File: src/rtl/asl_pkg.sv
package asl_pkg;

    localparam logic [2:0] SHIFT_MAJOR = 3'b010;
    localparam logic [4:0] SHIFT_FUNC  = 5'b11111;

    typedef enum logic [3:0] {
        SH_ALEFT     = 4'b0000,
        SH_ARIGHT    = 4'b0001,
        SH_LRIGHT    = 4'b0010,
        SH_ROTL      = 4'b0011,
        SH_ROTR      = 4'b0100,
        SH_ROUND     = 4'b0101,
        SH_TRUNC     = 4'b0110,
        ST_SATINT    = 4'b1000,
        ST_SATFRAC   = 4'b1001,
        ST_TRUNCINT  = 4'b1010,
        ST_TRUNCFRAC = 4'b1011,
        ST_ROUNDINT  = 4'b1100,
        ST_ROUNDFRAC = 4'b1101
    } shop_e;

endpackage

File: src/rtl/asl_decode.sv
module asl_decode
    import asl_pkg::*;
(
    input  logic       valid,
    input  logic [2:0] major,
    input  logic [4:0] func,
    input  logic [3:0] code,
    output logic       group_hit,
    output logic       reg_form,
    output logic       mem_form
);

    always_comb begin
        group_hit = valid && (major == SHIFT_MAJOR) && (func == SHIFT_FUNC);
        reg_form  = 1'b0;
        mem_form  = 1'b0;
        case (code)
            SH_ALEFT, SH_ARIGHT, SH_LRIGHT, SH_ROTL, SH_ROTR,
            SH_ROUND, SH_TRUNC:
                reg_form = group_hit;
            ST_SATINT, ST_SATFRAC, ST_TRUNCINT, ST_TRUNCFRAC,
            ST_ROUNDINT, ST_ROUNDFRAC:
                mem_form = group_hit;
            default: ;
        endcase
    end

endmodule

File: src/rtl/asl_shift.sv
module asl_shift
    import asl_pkg::*;
#(
    parameter int DW = 8,
    parameter int AW = 20
) (
    input  logic [AW-1:0] acc_in,
    input  logic [3:0]    code,
    input  logic          carry_in,
    output logic [AW-1:0] acc_out,
    output logic          carry_out
);

    localparam logic [AW-1:0] HALF_LSB = AW'(1) << (DW - 1);
    localparam logic [AW-1:0] LOW_MASK = (AW'(1) << DW) - AW'(1);

    always_comb begin
        acc_out   = acc_in;
        carry_out = carry_in;
        case (code)
            SH_ALEFT: begin
                acc_out   = {acc_in[AW-2:0], 1'b0};
                carry_out = acc_in[AW-1];
            end
            SH_ARIGHT: begin
                acc_out   = {acc_in[AW-1], acc_in[AW-1:1]};
                carry_out = acc_in[0];
            end
            SH_LRIGHT: begin
                acc_out   = {1'b0, acc_in[AW-1:1]};
                carry_out = acc_in[0];
            end
            SH_ROTL: begin
                acc_out   = {acc_in[AW-2:0], acc_in[AW-1]};
                carry_out = acc_in[AW-1];
            end
            SH_ROTR: begin
                acc_out   = {acc_in[0], acc_in[AW-1:1]};
                carry_out = acc_in[0];
            end
            SH_ROUND: acc_out = (acc_in + HALF_LSB) & ~LOW_MASK;
            SH_TRUNC: acc_out = acc_in & ~LOW_MASK;
            default: ;
        endcase
    end

endmodule

File: src/rtl/asl_cond.sv
module asl_cond
    import asl_pkg::*;
#(
    parameter int DW = 8,
    parameter int AW = 20
) (
    input  logic [AW-1:0] acc,
    input  logic [3:0]    code,
    output logic [DW-1:0] data,
    output logic          is_limit,
    output logic          clip
);

    localparam int FLO = DW;
    localparam int FHI = 2 * DW - 1;
    localparam logic [DW-1:0] POS_LIM = {1'b0, {(DW-1){1'b1}}};
    localparam logic [DW-1:0] NEG_LIM = {1'b1, {(DW-1){1'b0}}};

    logic [AW-DW:0]  int_top;
    logic [AW-FHI-1:0] frac_top;
    logic            int_fits;
    logic            frac_fits;
    logic [DW-1:0]   clip_val;
    logic [DW-1:0]   frac_rnd;

    always_comb begin
        int_top   = acc[AW-1:DW-1];
        frac_top  = acc[AW-1:FHI];
        int_fits  = (&int_top) | ~(|int_top);
        frac_fits = (&frac_top) | ~(|frac_top);
        clip_val  = acc[AW-1] ? NEG_LIM : POS_LIM;
        frac_rnd  = acc[FHI:FLO] + DW'(acc[DW-1]);

        data     = acc[DW-1:0];
        is_limit = 1'b0;
        clip     = 1'b0;
        case (code)
            ST_SATINT: begin
                is_limit = 1'b1;
                clip     = !int_fits;
                data     = int_fits ? acc[DW-1:0] : clip_val;
            end
            ST_SATFRAC: begin
                is_limit = 1'b1;
                clip     = !frac_fits;
                data     = frac_fits ? acc[FHI:FLO] : clip_val;
            end
            ST_TRUNCFRAC: data = acc[FHI:FLO];
            ST_ROUNDFRAC: data = frac_rnd;
            default:      data = acc[DW-1:0];
        endcase
    end

endmodule

File: src/rtl/acc_shift_limit.sv
module acc_shift_limit
    import asl_pkg::*;
#(
    parameter int DW    = 8,
    parameter int GW    = 4,
    parameter int NACC  = 4,
    parameter int ADDRW = 16
) (
    input  logic                         clk,
    input  logic                         rst_n,
    input  logic                         instr_valid,
    input  logic [2:0]                   major_op,
    input  logic [4:0]                   func_code,
    input  logic [$clog2(NACC)-1:0]      acc_sel,
    input  logic [3:0]                   shift_op,
    input  logic [ADDRW-1:0]             disp,
    input  logic                         load_en,
    input  logic [$clog2(NACC)-1:0]      load_sel,
    input  logic [GW+2*DW-1:0]           load_val,
    input  logic [$clog2(NACC)-1:0]      peek_sel,
    output logic [GW+2*DW-1:0]           peek_val,
    output logic                         carry,
    output logic                         sat,
    output logic                         st_we,
    output logic [ADDRW-1:0]             st_addr,
    output logic [DW-1:0]                st_data
);

    localparam int AW = GW + 2 * DW;
    localparam logic [DW-1:0] POS_LIM = {1'b0, {(DW-1){1'b1}}};
    localparam logic [DW-1:0] NEG_LIM = {1'b1, {(DW-1){1'b0}}};

    typedef struct packed {
        logic [NACC-1:0][AW-1:0] acc;
        logic                    carry;
        logic                    sat;
        logic                    we;
        logic [ADDRW-1:0]        addr;
        logic [DW-1:0]           data;
    } state_t;

    state_t st_d, st_q;

    logic          dec_group, dec_reg, dec_mem;
    logic [AW-1:0] sel_acc;
    logic [AW-1:0] sh_acc;
    logic          sh_carry;
    logic [DW-1:0] cd_data;
    logic          cd_limit, cd_clip;

    assign sel_acc = st_q.acc[acc_sel];

    asl_decode u_decode (
        .valid     (instr_valid),
        .major     (major_op),
        .func      (func_code),
        .code      (shift_op),
        .group_hit (dec_group),
        .reg_form  (dec_reg),
        .mem_form  (dec_mem)
    );

    asl_shift #(.DW(DW), .AW(AW)) u_shift (
        .acc_in    (sel_acc),
        .code      (shift_op),
        .carry_in  (st_q.carry),
        .acc_out   (sh_acc),
        .carry_out (sh_carry)
    );

    asl_cond #(.DW(DW), .AW(AW)) u_cond (
        .acc      (sel_acc),
        .code     (shift_op),
        .data     (cd_data),
        .is_limit (cd_limit),
        .clip     (cd_clip)
    );

    always_comb begin
        st_d    = st_q;
        st_d.we = 1'b0;
        if (dec_reg) begin
            st_d.acc[acc_sel] = sh_acc;
            st_d.carry        = sh_carry;
        end
        if (dec_mem) begin
            st_d.we   = 1'b1;
            st_d.addr = disp;
            st_d.data = cd_data;
            if (cd_limit) begin
                st_d.sat = cd_clip;
            end
        end
        if (load_en) begin
            st_d.acc[load_sel] = load_val;
        end
    end

    always_ff @(posedge clk or negedge rst_n) begin
        if (!rst_n) begin
            st_q <= '0;
        end else begin
            st_q <= st_d;
        end
    end

    assign peek_val = st_q.acc[peek_sel];
    assign carry    = st_q.carry;
    assign sat      = st_q.sat;
    assign st_we    = st_q.we;
    assign st_addr  = st_q.addr;
    assign st_data  = st_q.data;

    AST_STROBE_NEEDS_STORE: assert property (@(posedge clk) disable iff (!rst_n)
        st_we |-> $past(dec_mem));
    AST_STORE_RAISES_STROBE: assert property (@(posedge clk) disable iff (!rst_n)
        dec_mem |=> st_we);
    AST_ADDR_FROM_DISP: assert property (@(posedge clk) disable iff (!rst_n)
        st_we |-> (st_addr == $past(disp)));
    AST_STORE_KEEPS_ACC: assert property (@(posedge clk) disable iff (!rst_n)
        (dec_mem && !load_en) |=> ($stable(st_q.acc) && $stable(carry)));
    AST_CLIP_CODES: assert property (@(posedge clk) disable iff (!rst_n)
        $rose(sat) |-> (st_we && (st_data == POS_LIM || st_data == NEG_LIM)));
    AST_UNUSED_IDLE: assert property (@(posedge clk) disable iff (!rst_n)
        (dec_group && !dec_reg && !dec_mem && !load_en)
            |=> (!st_we && $stable(st_q.acc) && $stable(carry) && $stable(sat)));
    AST_OUTSIDE_GROUP_IDLE: assert property (@(posedge clk) disable iff (!rst_n)
        (!dec_group && !load_en) |=> (!st_we && $stable(st_q.acc) && $stable(carry)));

endmodule

File: config.mk
export PLATFORM = sky130hd
export DESIGN_NAME = acc_shift_limit
export DESIGN_NICKNAME = d
export VERILOG_FILES = /design/src/rtl/asl_pkg.sv /design/src/rtl/asl_decode.sv /design/src/rtl/asl_shift.sv /design/src/rtl/asl_cond.sv /design/src/rtl/acc_shift_limit.sv
export SDC_FILE = /design/constraint.sdc
export NUM_CORES = 1
export LEC_CHECK = 0
export ABC_AREA = 1
export CORE_AREA = 2 2 126 128
export CTS_BUF_LIST = sky130_fd_sc_hd__clkbuf_4
export CTS_CLUSTER_SIZE = 28
export DETAILED_ROUTE_END_ITERATION = 8
export DIE_AREA = 0 0 128 130
export PLACE_DENSITY = 0.73
export SYNTH_ARGS = -nofsm -noshare
export SYNTH_HDL_FRONTEND = slang
export SYNTH_SLANG_ARGS = --single-unit
File: constraint.sdc
create_clock -name clk -period 2.5 [get_ports clk]
set_input_delay 0.375 -clock clk [delete_from_list [all_inputs] [get_ports clk]]
set_output_delay 0.375 -clock clk [all_outputs]
set_load 0.005 [all_outputs]
### After elaboration in Yosys (flattened, before gate mapping)

Index checks and enable logic that the tools add are counted.

| operators by class | value |
|---|---|
| add/subtract/negate cells | 2 |
| $lt $le $gt $ge | 5 |
| equal/unequal tests | 14 |
| multiplexer cells | 23 |
| bitwise operators | 4 |
| reduce and logical (&&, ||, !) cells | 19 |

Operators with widths:

| cell | count |
|---|---|
| bitwise mux 80 bit | 2 |
| case mux 20 bit (7 select lines) | 1 |
| 2-to-1 mux 81 bit | 1 |
| binary-select mux 20 bit (select 2 bit) | 2 |
| demux 20 bit (select 2 bit) | 2 |
| 2-to-1 mux 20 bit | 4 |
| 2-to-1 mux 80 bit | 1 |
| case mux 8 bit (4 select lines) | 1 |
| 2-to-1 mux 25 bit | 1 |
| == test 4 bit, second input constant | 6 |
| 2-to-1 mux 8 bit | 3 |
| adder 20 x 8 -> 20 bit, second input constant | 1 |
| AND reduction 13 bit | 1 |
| OR reduction 13 bit | 1 |
| == test 4 x 3 -> 1 bit, second input constant | 3 |
| < comparator 2 x 3 -> 1 bit, second input constant | 3 |
| adder 8 x 1 -> 8 bit | 1 |
| == test 4 x 2 -> 1 bit, second input constant | 2 |
| OR reduction 7 bit | 1 |
| OR reduction 6 bit | 1 |
| == test 5 bit, second input constant | 1 |
| AND reduction 5 bit | 1 |
| OR reduction 5 bit | 1 |
| == test 4 x 1 -> 1 bit, second input constant | 1 |
| 13 further kinds | 25 |

| storage, ports and cells | value |
|---|---|
| bits in registers | 107 |
| input port bits | 58 |
| output and inout port bits | 47 |
| word-level logic and storage cells | 76 |

### Depth between registers and ports, before layout

| logic depth | value |
|---|---|
| depth after elaboration | 8 |
| mapped depth | 20 |
| depth with buffers taken out | 19 |

### Modules after synthesis

Synthesis repeated with hierarchy kept, for this count alone.

| unflattened totals | value |
|---|---|
| cells, all modules | 1316 |
| area total of the unflattened synthesis | 8368.0 um^2 |

By module, submodules not included:

| module | instances | cells each | area an instance (um^2) |
|---|---|---|---|
| acc_shift_limit | 1 | 952 | 6643.9 |
| asl_shift | 1 | 195 | 902.1 |
| asl_cond | 1 | 154 | 750.7 |
| asl_decode | 1 | 15 | 71.3 |

### Least setup slack after synthesis

No wires, ideal clock.

| timing | value |
|---|---|
| path type | in2reg |
| start point | in acc_sel[0] |
| end point | reg st_q[96] (netlist name) |
| setup time | 139 ps |
| arrival | 1971 ps |
| data required time | 2361 ps |
| slack | 390 ps |
| stages | 15 |
| cell sequence | inv_2 -> nor2_1 -> buf_4 -> nand2_1 -> nand2_1 -> nor2_4 -> inv_2 -> ha_1 -> ha_1 -> nand2_1 -> o21ai_0 -> a21oi_1 -> o21ai_0 -> nand2_1 -> a22oi_1 |

RTL lines:

| what | RTL line | source |
|---|---|---|
| from (decl) | acc_shift_limit.sv:14 | `input logic [$clog2(NACC)-1:0] acc_sel,` |
| to (signal assigned) | acc_shift_limit.sv:103 | `st_q <= st_d;` |
| to (decl) | acc_shift_limit.sv:42 | `state_t st_d, st_q;` |

### Worst setup path in the final report

| timing | value |
|---|---|
| start point | in peek_sel[1] |
| end point | out peek_val[7] |

| on the way | value |
|---|---|
| word-level cells in the longest chain between the ends | 2 |

Ends and longest elaborated chain:

| what | RTL line | source |
|---|---|---|
| from (decl) | acc_shift_limit.sv:20 | `input logic [$clog2(NACC)-1:0] peek_sel,` |
| binary-select mux 20 bit (select 2 bit) | acc_shift_limit.sv:107 | `assign peek_val = st_q.acc[peek_sel];` |
| 2-to-1 mux 20 bit (implied by the code) | acc_shift_limit.sv:107 |  |
| to (decl) | acc_shift_limit.sv:21 | `output logic [GW+2*DW-1:0] peek_val,` |

No other way between the ends. The select of a mux whose other input is x is not followed.

==> reports/summary.md <==
The flow ran to the end, and the final reports show no timing, DRC or antenna violations. Once detail routing completed, the nets flagged for antenna violations numbered 0. Global routing used 31.5% of the available tracks across all layers.

Using the TritonRoute via totals, the vias-per-cell ratio works out to 5.88. Clock latency on the worst-skew pair, taken at its later pin, is 0.49 ns. The I/O pin count came out at 105. The congestion estimate from routability-driven global placement came to 0.973. Setup repair after global routing left no endpoint under its margin. The worst hold path begins at disp[7]. Highest-delay cell along the critical path: sky130_fd_sc_hd__clkdlybuf4s50_1.

The first TritonRoute pass finished after 7 iterations. TritonCTS built the clock tree. The total detailed-routing wirelength is 26000 µm. Number of antenna violations at the first check in global routing: 2. STA puts the critical path data arrival time at 2.03 ns.

Largest voltage drop on the vdd net: 0.282 mV. For this run, the leading register cell type out of synthesis is sky130_fd_sc_hd__dfrtp_1. The tools report the via count of the first global-routing pass as 7879. Max-cap violation count: 0. For the starting DRC count in detailed routing, the log shows 951. After detailed routing, the number of remaining DRC violations is 0.

Clock skew on the completed layout was measured at 0.0234 ns. The tools report the worst max-slew margin expressed relative to the limit as 52.4%. Number of clock buffers inserted by TritonCTS: 9. The capturing point of the worst reg2reg path is st_q[36]. Compared with the post-synthesis result, the final layout area differs by 26.2%. The largest driver fanout on the critical path came out at 10. The signal on the critical path passes through clkdlybuf4s50_1 > buf_4 > o21ai_0 > o22ai_2 > clkdlybuf4s50_1.

Subtracting the final worst setup slack from the clock period gives 2.41 ns. After technology mapping, the gate count stands at 1116. After synthesis the netlist holds a flip-flop and latch count of 107.

The logs give 0 for the number of failing setup endpoints in the final timing report and 0.0166 mm² for the die area. Yosys attributes the largest share of cell area to sky130_fd_sc_hd__dfrtp_1 36%, sky130_fd_sc_hd__nand2_1 17%, sky130_fd_sc_hd__a21oi_1 9.0%. After clock tree synthesis, the clock-pin slew on the worst setup and hold paths is 0.16 ns. The die is 130 µm tall. The total half-perimeter wirelength after legalization and detailed placement came out at 18400 µm.

The layout net count is 1327, and the data required time of the critical path is 2.12 ns. Buffers added to address setup during post-CTS repair amount to 0. The fraction of final layout cells with drive strength greater than 1 works out to 14.5%. The core region is 0.0154 mm². The mean instance size in the synthesized netlist is 6.70 µm². CTS placed an instance of sky130_fd_sc_hd__clkbuf_4 at the clock tree root.

The post-route clock period utilization is 96.4%, and the leakage power is 4.31 nW. The tools report the start of the worst register-to-register path as st_q[34]. The maximum frequency from static timing analysis was 415 MHz; the average routed wire per standard cell was 17.8 µm. Number of port buffers: 104. The run gives 0 as the final count of pins violating max slew.

Counting cells, the worst reg-to-reg path comes to 12. For this run, the number of Yosys warnings is 0. Counting every net in the synthesized netlist gives 1177. The number of flops mapped to enable cells by yosys was 0.

The buffer and inverter count on the worst path is 3. The number of levels the H-tree was split into was 3. The cell taking the most area after synthesis was sky130_fd_sc_hd__dfrtp_1. The detailed router placed 8598 vias in this run. The portion of synthesized cell area occupied by the leading cell type works out to 35.8%. For hold timing, the worst endpoint is st_addr[7]. The clock net sink count was 107.

The initial utilization of the core area, before any placement, comes to 48.5%. The run gives 0 as the residual overflow from global routing. The critical path endpoint category is an output pin.

The cell that appears most often on the critical path is sky130_fd_sc_hd__clkdlybuf4s50_1. The tools report the pin count of the biggest net entering global routing as 48. The die is 128 µm wide. The path category of the worst min-delay check is primary input to register. The worst setup path is of the primary input to output pin kind.

For this run, the register share of the synthesized area comes to 35.8%. The tools report the critical path startpoint category as a primary input. The number of core rows is 46.

The logs give 36 for the unique cell type count in the Yosys netlist and 4.85 mW for the total power. The tools report the slack of the worst reg-to-reg path as 0.35 ns. Across the whole layout, storage elements account for 0.00268 mm². For the wire length of the first global-routing pass, the log shows 41000 µm. The async set or reset register ratio after synthesis was 100%; the power per cell area was 514 mW/mm². Hold violation count in the final report: 0. For the pin with the worst max-slew slack, the measured transition is 0.713 ns. The logs give 0.00944 mm² for the final design instance area without fill and 0.00413 mm² for the area of the multi-input gates. The longest individual stage delay on the worst path works out to 0.55 ns. Summing all placed instances gives a cell area of 0.00929 mm². Counting the fill cells in the layout gives 1507.

The worst hold path was traced through 3 stages. The logs give 0.00748 mm² for the area of the mapped netlist and 2 for the maximum root-to-sink buffer count. The top cell family by delay on the critical path was buffers and inverters.
-- stage by stage --
stage / utilization [%] / setup TNS [ns] / cells / worst slack, ns / hold slack, ns
finish: 61.2 / 0 / 1462 / 0.0903 / 0.396
global route: 61.2 / 0 / 1462 / 0.0291 / 0.382
floorplan: - / 0 / 1116 / 0.390 / 0.0794
CTS: 61.1 / 0 / 1460 / 0.00260 / 0.385
detailed placement: 60.2 / -12.07 / 1446 / -0.346 / 0.461
global placement: 60.2 / -8.61 / 1446 / -0.274 / 0.452
-- cell usage in the layout (no fill, tap or decap), types with 9 or more instances in the layout --
cell	n
sky130_fd_sc_hd__a21oi_1	134
sky130_fd_sc_hd__clkdlybuf4s50_1	100
sky130_fd_sc_hd__a22oi_1	53
sky130_fd_sc_hd__inv_2	11
sky130_fd_sc_hd__clkbuf_4	9
sky130_fd_sc_hd__nor2_4	9
sky130_fd_sc_hd__nor2_2	9
sky130_fd_sc_hd__nor2_1	116
sky130_fd_sc_hd__inv_1	51
sky130_fd_sc_hd__o22ai_1	21
sky130_fd_sc_hd__nand3_1	57
sky130_fd_sc_hd__nand2_1	341
sky130_fd_sc_hd__o21ai_0	56
sky130_fd_sc_hd__buf_4	106
sky130_fd_sc_hd__nand2_2	14
sky130_fd_sc_hd__dfrtp_1	107
-- sequential cells by signal (all words and copies together), names as in the netlist --
| register | count |
|---|---|
| carry | 1 |
| sat | 1 |
| st_addr | 16 |
| st_data | 8 |
| st_q | 80 |
| st_we | 1 |
-- cells in the mapped netlist, types with 5 or more instances --
cell                       instances
sky130_fd_sc_hd__a21oi_1         134
sky130_fd_sc_hd__a22oi_1          53
sky130_fd_sc_hd__buf_4            29
sky130_fd_sc_hd__clkbuf_1         44
sky130_fd_sc_hd__clkinv_1          6
sky130_fd_sc_hd__dfrtp_1         107
sky130_fd_sc_hd__inv_1            51
sky130_fd_sc_hd__inv_2            11
sky130_fd_sc_hd__nand2_1         341
sky130_fd_sc_hd__nand2_2          14
sky130_fd_sc_hd__nand3_1          57
sky130_fd_sc_hd__nand3_2           5
sky130_fd_sc_hd__nand4_1           8
sky130_fd_sc_hd__nor2_1          118
sky130_fd_sc_hd__nor2_2            7
sky130_fd_sc_hd__nor2_4            9
sky130_fd_sc_hd__nor3_1            6
sky130_fd_sc_hd__o211ai_1          6
sky130_fd_sc_hd__o21ai_0          56
sky130_fd_sc_hd__o21ai_1           5
sky130_fd_sc_hd__o22ai_1          22
-- worst max-delay path by stage --
stage                     start            to  slack, ns  depth (start not counted)
global route         acc_sel[0]      st_q[56]       0.03                         16
detailed placement   acc_sel[1]      st_q[76]      -0.35                         13
CTS                 peek_sel[0]  peek_val[19]      0.003                          7
floorplan            acc_sel[0]      st_q[96]       0.39                         15
finish              peek_sel[1]   peek_val[7]       0.09                          5
global placement     acc_sel[1]      st_q[36]      -0.27                         13
-- report_power, final --
part | total (mW) | internal, mW | switching, mW
clock | 0.907 | 0.294 | 0.613
sequential | 2.15 | 1.96 | 0.194
combinational | 1.79 | 0.810 | 0.980
total | 4.85 | 3.06 | 1.79
-- cells by family (layout without fill, tap and decap cells) --
logic type	count (synthesis)	in the layout	synth area share (%)
compound gates	285	285	21.8
flops	107	107	35.8
fa+ha+maj	3	3	0.502
other cells	0	2	0
buf+inv	148	300	9.30
simple gates	573	573	32.6
-- tightest hold or removal path, delay by kind of cell --
family	cells	cell delay [ns]
simple gates	2	0.10
buf+inv	1	0.39
-- layout make-up --
class | count | area share, %
Timing Repair Buffer | 219 | 21.4
Sequential cell | 107 | 28.4
Tap cell | 192 | 2.54
Multi-Input combinational cell | 861 | 43.7
Antenna cell | 2 | 0.0530
Clock inverter | 4 | 0.557
Inverter | 68 | 2.70
Clock buffer | 9 | 0.716
-- routing by layer --
| metal | share of wire, % | track usage [%] | up-vias |
|---|---|---|---|
| met5 | 0 | 0 | - |
| met4 | 2.5 | 11.1 | 0 |
| met3 | 11 | 5.95 | 66 |
| met2 | 45 | 50.9 | 538 |
| met1 | 41 | 42.8 | 3975 |
| li1 | - | - | 4019 |
-- what timing repair did --
item                                    4_1_cts  5_1_grt
hold buffers                                  1        0
pin swaps                                     0        0
endpoints found under the hold margin        45        0
endpoints found under the setup margin        1       13
resized for setup                             1        4
Power figures use the tool's default switching activity.
